### src/rtl/eat_pkg.sv
package eat_pkg;
  localparam int unsigned BUS_W  = 16;
  localparam int unsigned ADDR_W = 5;
  localparam logic [ADDR_W-1:0] CNT_BASE  = 5'h00;
  localparam logic [ADDR_W-1:0] CMP_BASE  = 5'h08;
  localparam logic [ADDR_W-1:0] EN_ADDR   = 5'h10;
  localparam logic [ADDR_W-1:0] STAT_ADDR = 5'h1E;
endpackage

### src/rtl/eat_counter.sv
module eat_counter #(
  parameter int unsigned CNT_W = 48,
  parameter int unsigned HW    = 16,
  localparam int unsigned NUM_HW = CNT_W / HW
) (
  input  logic              clk_i,
  input  logic              rst_ni,
  input  logic              tick_i,
  input  logic [NUM_HW-1:0] hw_we_i,
  input  logic [HW-1:0]     wdata_i,
  output logic [CNT_W-1:0]  cnt_o
);
  logic [CNT_W-1:0] cnt_q, inc;
  logic             any_we;

  assign inc    = cnt_q + CNT_W'(1);
  assign any_we = |hw_we_i;

  for (genvar g = 0; g < NUM_HW; g++) begin : g_hw
    always_ff @(posedge clk_i or negedge rst_ni) begin
      if (!rst_ni)             cnt_q[g*HW +: HW] <= '0;
      else if (hw_we_i[g])     cnt_q[g*HW +: HW] <= wdata_i;
      else if (tick_i && !any_we) cnt_q[g*HW +: HW] <= inc[g*HW +: HW];
    end
  end

  assign cnt_o = cnt_q;


  cnt_inc_chk: assert property (@(posedge clk_i) disable iff (!rst_ni)
    tick_i && !any_we |=> cnt_q == $past(cnt_q) + CNT_W'(1));

  cnt_hold_chk: assert property (@(posedge clk_i) disable iff (!rst_ni)
    !tick_i && !any_we |=> $stable(cnt_q));
endmodule

### src/rtl/eat_compare.sv
module eat_compare #(
  parameter int unsigned CNT_W = 48,
  parameter int unsigned HW    = 16,
  localparam int unsigned NUM_HW = CNT_W / HW
) (
  input  logic              clk_i,
  input  logic              rst_ni,
  input  logic              tick_i,
  input  logic              cnt_wr_i,
  input  logic [CNT_W-1:0]  cnt_i,
  input  logic [NUM_HW-1:0] hw_we_i,
  input  logic [HW-1:0]     wdata_i,
  output logic [CNT_W-1:0]  cmp_o,
  output logic              match_o
);
  logic [CNT_W-1:0] cmp_q;

  for (genvar g = 0; g < NUM_HW; g++) begin : g_hw
    always_ff @(posedge clk_i or negedge rst_ni) begin
      if (!rst_ni)         cmp_q[g*HW +: HW] <= '0;
      else if (hw_we_i[g]) cmp_q[g*HW +: HW] <= wdata_i;
    end
  end

  // fires only on the tick that lands on the compare value
  assign match_o = tick_i && !cnt_wr_i && ((cnt_i + CNT_W'(1)) == cmp_q);
  assign cmp_o   = cmp_q;
endmodule

### src/rtl/eat_irq.sv
module eat_irq (
  input  logic clk_i,
  input  logic rst_ni,
  input  logic set_i,
  input  logic clr_i,
  input  logic en_we_i,
  input  logic en_wd_i,
  output logic flag_o,
  output logic en_o,
  output logic irq_o
);
  logic flag_q, en_q;

  always_ff @(posedge clk_i or negedge rst_ni) begin
    if (!rst_ni) begin
      flag_q <= 1'b0;
      en_q   <= 1'b0;
    end else begin
      if (set_i)      flag_q <= 1'b1;
      else if (clr_i) flag_q <= 1'b0;
      if (en_we_i)    en_q   <= en_wd_i;
    end
  end

  assign flag_o = flag_q;
  assign en_o   = en_q;
  assign irq_o  = flag_q & en_q;


  set_wins_chk: assert property (@(posedge clk_i) disable iff (!rst_ni)
    set_i |=> flag_q);

  w1c_clr_chk: assert property (@(posedge clk_i) disable iff (!rst_ni)
    clr_i && !set_i |=> !flag_q);
endmodule

### src/rtl/elapsed_alarm_timer.sv
module elapsed_alarm_timer
  import eat_pkg::*;
#(
  parameter int unsigned CNT_W = 48
) (
  input  logic              clk_i,
  input  logic              rst_ni,
  input  logic              tick_en_i,
  input  logic [ADDR_W-1:0] addr_i,
  input  logic              we_i,
  input  logic [BUS_W-1:0]  wdata_i,
  output logic [BUS_W-1:0]  rdata_o,
  output logic              irq_o
);
  localparam int unsigned NUM_HW = CNT_W / BUS_W;

  logic [NUM_HW-1:0] cnt_we, cmp_we;
  logic [CNT_W-1:0]  cnt, cmp;
  logic              match, flag, en, clr, en_we;

  always_comb begin
    for (int i = 0; i < NUM_HW; i++) begin
      cnt_we[i] = we_i && (addr_i == ADDR_W'(CNT_BASE + 2*i));
      cmp_we[i] = we_i && (addr_i == ADDR_W'(CMP_BASE + 2*i));
    end
  end

  assign clr   = we_i && (addr_i == STAT_ADDR) && wdata_i[0];
  assign en_we = we_i && (addr_i == EN_ADDR);

  eat_counter #(.CNT_W(CNT_W), .HW(BUS_W)) u_cnt (
    .clk_i, .rst_ni, .tick_i(tick_en_i), .hw_we_i(cnt_we),
    .wdata_i, .cnt_o(cnt)
  );

  eat_compare #(.CNT_W(CNT_W), .HW(BUS_W)) u_cmp (
    .clk_i, .rst_ni, .tick_i(tick_en_i), .cnt_wr_i(|cnt_we), .cnt_i(cnt),
    .hw_we_i(cmp_we), .wdata_i, .cmp_o(cmp), .match_o(match)
  );

  eat_irq u_irq (
    .clk_i, .rst_ni, .set_i(match), .clr_i(clr), .en_we_i(en_we),
    .en_wd_i(wdata_i[0]), .flag_o(flag), .en_o(en), .irq_o
  );

  always_comb begin
    rdata_o = '0;
    for (int i = 0; i < NUM_HW; i++) begin
      if (addr_i == ADDR_W'(CNT_BASE + 2*i)) rdata_o = cnt[i*BUS_W +: BUS_W];
      if (addr_i == ADDR_W'(CMP_BASE + 2*i)) rdata_o = cmp[i*BUS_W +: BUS_W];
    end
    if (addr_i == EN_ADDR)   rdata_o = {{(BUS_W-1){1'b0}}, en};
    if (addr_i == STAT_ADDR) rdata_o = {{(BUS_W-1){1'b0}}, flag};
  end


  alarm_hit_chk: assert property (@(posedge clk_i) disable iff (!rst_ni)
    $rose(flag) |-> cnt == $past(cmp));

  alarm_edge_chk: assert property (@(posedge clk_i) disable iff (!rst_ni)
    $rose(flag) |-> $past(cnt) != $past(cmp));
endmodule

### config.mk
export PLATFORM = sky130hd
export DESIGN_NAME = elapsed_alarm_timer
export DESIGN_NICKNAME = d
export VERILOG_FILES = /design/src/rtl/eat_pkg.sv /design/src/rtl/eat_counter.sv /design/src/rtl/eat_compare.sv /design/src/rtl/eat_irq.sv /design/src/rtl/elapsed_alarm_timer.sv
export SDC_FILE = /design/constraint.sdc
export NUM_CORES = 1
export LEC_CHECK = 0
export ABC_AREA = 1
export BUFFER_PORTS_ARGS = -buffer_cell sky130_fd_sc_hd__buf_2
export CAP_MARGIN = 20
export CORE_ASPECT_RATIO = 0.8
export CORE_MARGIN = 5
export CORE_UTILIZATION = 25
export CTS_CLUSTER_SIZE = 8
export DETAILED_ROUTE_END_ITERATION = 8
export GPL_ROUTABILITY_DRIVEN = 0
export PLACE_DENSITY = 0.4
export SLEW_MARGIN = 40
export SYNTH_ARGS = -nofsm -noshare
export SYNTH_HDL_FRONTEND = slang
export SYNTH_SLANG_ARGS = --single-unit
### constraint.sdc
create_clock -name clk_i -period 2.2 [get_ports clk_i]
set_input_delay 0.11 -clock clk_i [delete_from_list [all_inputs] [get_ports clk_i]]
set_output_delay 0.11 -clock clk_i [all_outputs]
set_load 0.02 [all_outputs]
==> impl_metrics.py <==
metrics = {
    "min_path": {
        "hold_path_class": "input pin to flop",
    },
    "timing": {
        "setup_viol": 1,
        "hold_viol": 0,
        "fin_skew_ns": 0.01565,
        "period_needed_ns": 2.204,
        "final.setup.worst_slack_ns": -0.004480,
        "rsz0062_at_grt": "true",
        "worst_slew_pin_slew_ns": 0.5701,
        "fmax_ghz": 0.4536,
        "drv_slew": 0,
        "finalHoldWorstSlack_ns": 0.007993,
        "slew-limit-headroom_pct": 61.76,
        "fin_crit_sh_pct": 100.2,
    },
    "route": {
        "viasPerCell": 5.035,
        "wl_per_cell_um": 21.13,
        "first_iter_violations": 774,
        "route.detailed.drc": 0,
        "drt_wl_total_um": 34150,
        "ant_nets": 0,
        "drtPass1Iterations": 5,
        "num_vias": 8137,
    },
    "outcome": {
        "failed_checks": "negative setup slack",
        "status": "complete, but fails checks",
    },
    "layout": {
        "area_delta_synth_final_pct": 30.74,
        "fillCellCount": 3133,
        "drive_gt1_share_pct": 24.00,
        "layout_common_cells": "nand2_1, buf_4, inv_1",
        "final_nets": 1267,
        "layout_commonest_cell": "nand2_1",
        "antenna_cells": 0,
        "finalInstanceArea_sq_mm": 0.009447,
        "fin_util_pct": 33.24,
    },
    "cts": {
        "cts-buffers-inserted": 9,
        "htree_levels": 3,
        "root_buffer": "clkbuf_16",
        "cts_buffer_depth": 2,
        "tritoncts": "done",
        "clock-sinks": 98,
        "insertion_delay_ns": 0.37,
        "clkTransAtPathRegs_ns": 0.07,
    },
    "synth": {
        "syn-instance-count": 1070,
        "synthTopCellsByArea": "dfrtp_1, nand2_1, nand3_1",
        "netlist_area_sq_mm": 0.007226,
        "synth_area_per_cell_sq_um": 6.753,
        "synth-edff-count": 0,
        "synth-async-reset-ratio_pct": 100.0,
        "synth_largest_area_cell": "dfrtp_1",
        "synth-seq-cells": 98,
        "seq_area_frac_synth_pct": 33.94,
        "synth_fp_nets": 1096,
        "synth_top_area_share_pct": 33.94,
        "ys.flop_type": "dfrtp_1",
        "synth_warnings": 0,
        "ys_types": 37,
    },
    "pwr": {
        "power_density_mw_per_mm2": 752.2,
        "power_mw": 7.106,
        "vdd_drop_max_mv": 0.4061,
        "p_leak_nw": 4.546,
    },
    "global_route": {
        "antenna_found_initial": 0,
        "grt_usage_pct": 21.02,
        "grt_pass1_vias": 7695,
        "grt_max_degree": 41,
        "grt_overflow": 0,
        "grt_first_pass_wirelength_um": 50220,
    },
    "floorplan": {
        "die_h_um": 162.1,
        "rows": 55,
        "dieArea_sq_mm": 0.03242,
        "io_pins": 42,
        "core_region_area_sq_mm": 0.02842,
        "start_util_pct": 25.42,
        "fp.dieW_um": 200.1,
    },
    "critical_path": {
        "r2r_slack_ns": 0.03,
        "worstPathRequired_ns": 2.09,
        "arrival_ns": 2.09,
        "end_kind": "output pin",
        "start_kind": "flop",
        "critPathKind": "flop to output pin",
        "critPathMaxFanout": 3,
    },
    "job": {
        "cap_viol_max_count": 0,
    },
    "place": {
        "port_buffers": 41,
        "pre_cts_ws_ns": -0.2443,
        "post-dp-hpwl_um": 26840,
        "dpl_cell_area_sq_mm": 0.008787,
    },
}
[per-stage QoR]
stage | setup TNS [ns] | cells
floorplan | 0 | 1070
global placement | -0.3065 | 1580
detailed placement | -0.2443 | 1580
CTS | 0 | 1607
global route | -0.1625 | 1616
finish | -0.004480 | 1616
[report_power, final]
group	internal [mW]	total, mW	switching, mW
logic	1.13	2.75	1.62
registers	2.20	2.72	0.526
clock network	0.831	1.63	0.799
total	4.16	7.11	2.95
[metal layers]
metal | global-route usage (%) | up-vias | part of all wire (%)
li1 | - | 3931 | -
met1 | 33.31 | 3933 | 52
met2 | 28.69 | 252 | 40
met3 | 5.620 | 21 | 7.8
met4 | 3.086 | 0 | 1.1
met5 | 0 | - | 0
[worst paths after layout]
| path | start | endpoint | cells after the start |
|---|---|---|---|
| hold reg to reg | u_cmp.cmp_o[8] | u_cmp.cmp_o[8] | 2 |
| setup reg to reg | u_cnt.cnt_o[17] | u_irq.flag_o | 15 |
| setup / recovery | u_cnt.cnt_o[6] | rdata_o[6] | 9 |
| hold / removal | wdata_i[11] | u_cnt.cnt_o[43] | 3 |
| max in group asynchronous | rst_ni | u_cmp.cmp_o[40] | 3 |
| min in group asynchronous | rst_ni | u_cmp.cmp_o[5] | 2 |
[cell families after synthesis]
family          after synthesis  share of synthesized area [%]
fa+ha+maj                     1                         0.1731
buf+inv                     167                          8.952
flops                        98                          33.94
xor+xnor                      9                          1.662
compound gates              177                          16.17
simple gates                618                          39.10
[flip-flops by register name, summed over array words and instances, names as in the netlist]
signal and cells:
u_cmp.cmp_o 48, u_cnt.cnt_o 48, u_irq.en_o 1, u_irq.flag_o 1
[layout make-up]
| cell class | count | area (sq um) | share of cell area [%] |
|---|---|---|---|
| timing repair buffer | 188 | 1403 | 14.85 |
| sequential | 98 | 2465 | 26.09 |
| tap | 370 | 462.9 | 4.901 |
| multi-input combinational | 805 | 4303 | 45.55 |
| inverter | 139 | 530.5 | 5.616 |
| clock buffer | 12 | 256.5 | 2.715 |
| clock inverter | 4 | 26.28 | 0.2781 |
[worst max-delay path: stages, from the launching register on]
cell and delay [ns]:
dfrtp_1 0.43, buf_4 0.15, buf_4 0.12, inv_1 0.09
o22ai_1 0.14, a21oi_1 0.19, o211ai_1 0.21, a21oi_1 0.18
a21oi_1 0.05, buf_2 0.16
[timing repair]
action	4_1_cts	5_1_grt
endpoints found under the hold margin	38	0
gates cloned	0	0
endpoints found under the setup margin	1	1
buffers inserted	6	9
pin swaps	5	17
resized for setup	20	45
hold buffers	5	0
[synthesized netlist by cell type (3+ instances only)]
| library cell | number |
|---|---|
| nand2_1 | 342 |
| inv_1 | 129 |
| nand3_1 | 110 |
| dfrtp_1 | 98 |
| nor2_1 | 89 |
| o21ai_0 | 60 |
| o221ai_1 | 46 |
| a21oi_1 | 25 |
| clkbuf_1 | 22 |
| nand4_1 | 20 |
| a22oi_1 | 14 |
| nand2_2 | 13 |
| o22ai_1 | 13 |
| a221oi_1 | 11 |
| nor2_4 | 10 |
| nor2_2 | 9 |
| inv_2 | 6 |
| nand2_4 | 6 |
| nor2_8 | 5 |
| buf_2 | 4 |
| clkinv_1 | 4 |
| nand3b_1 | 4 |
| xor2_1 | 4 |
| nor3_1 | 3 |
| o21ai_1 | 3 |
| xnor3_1 | 3 |
(Power assumes the default switching activity.)
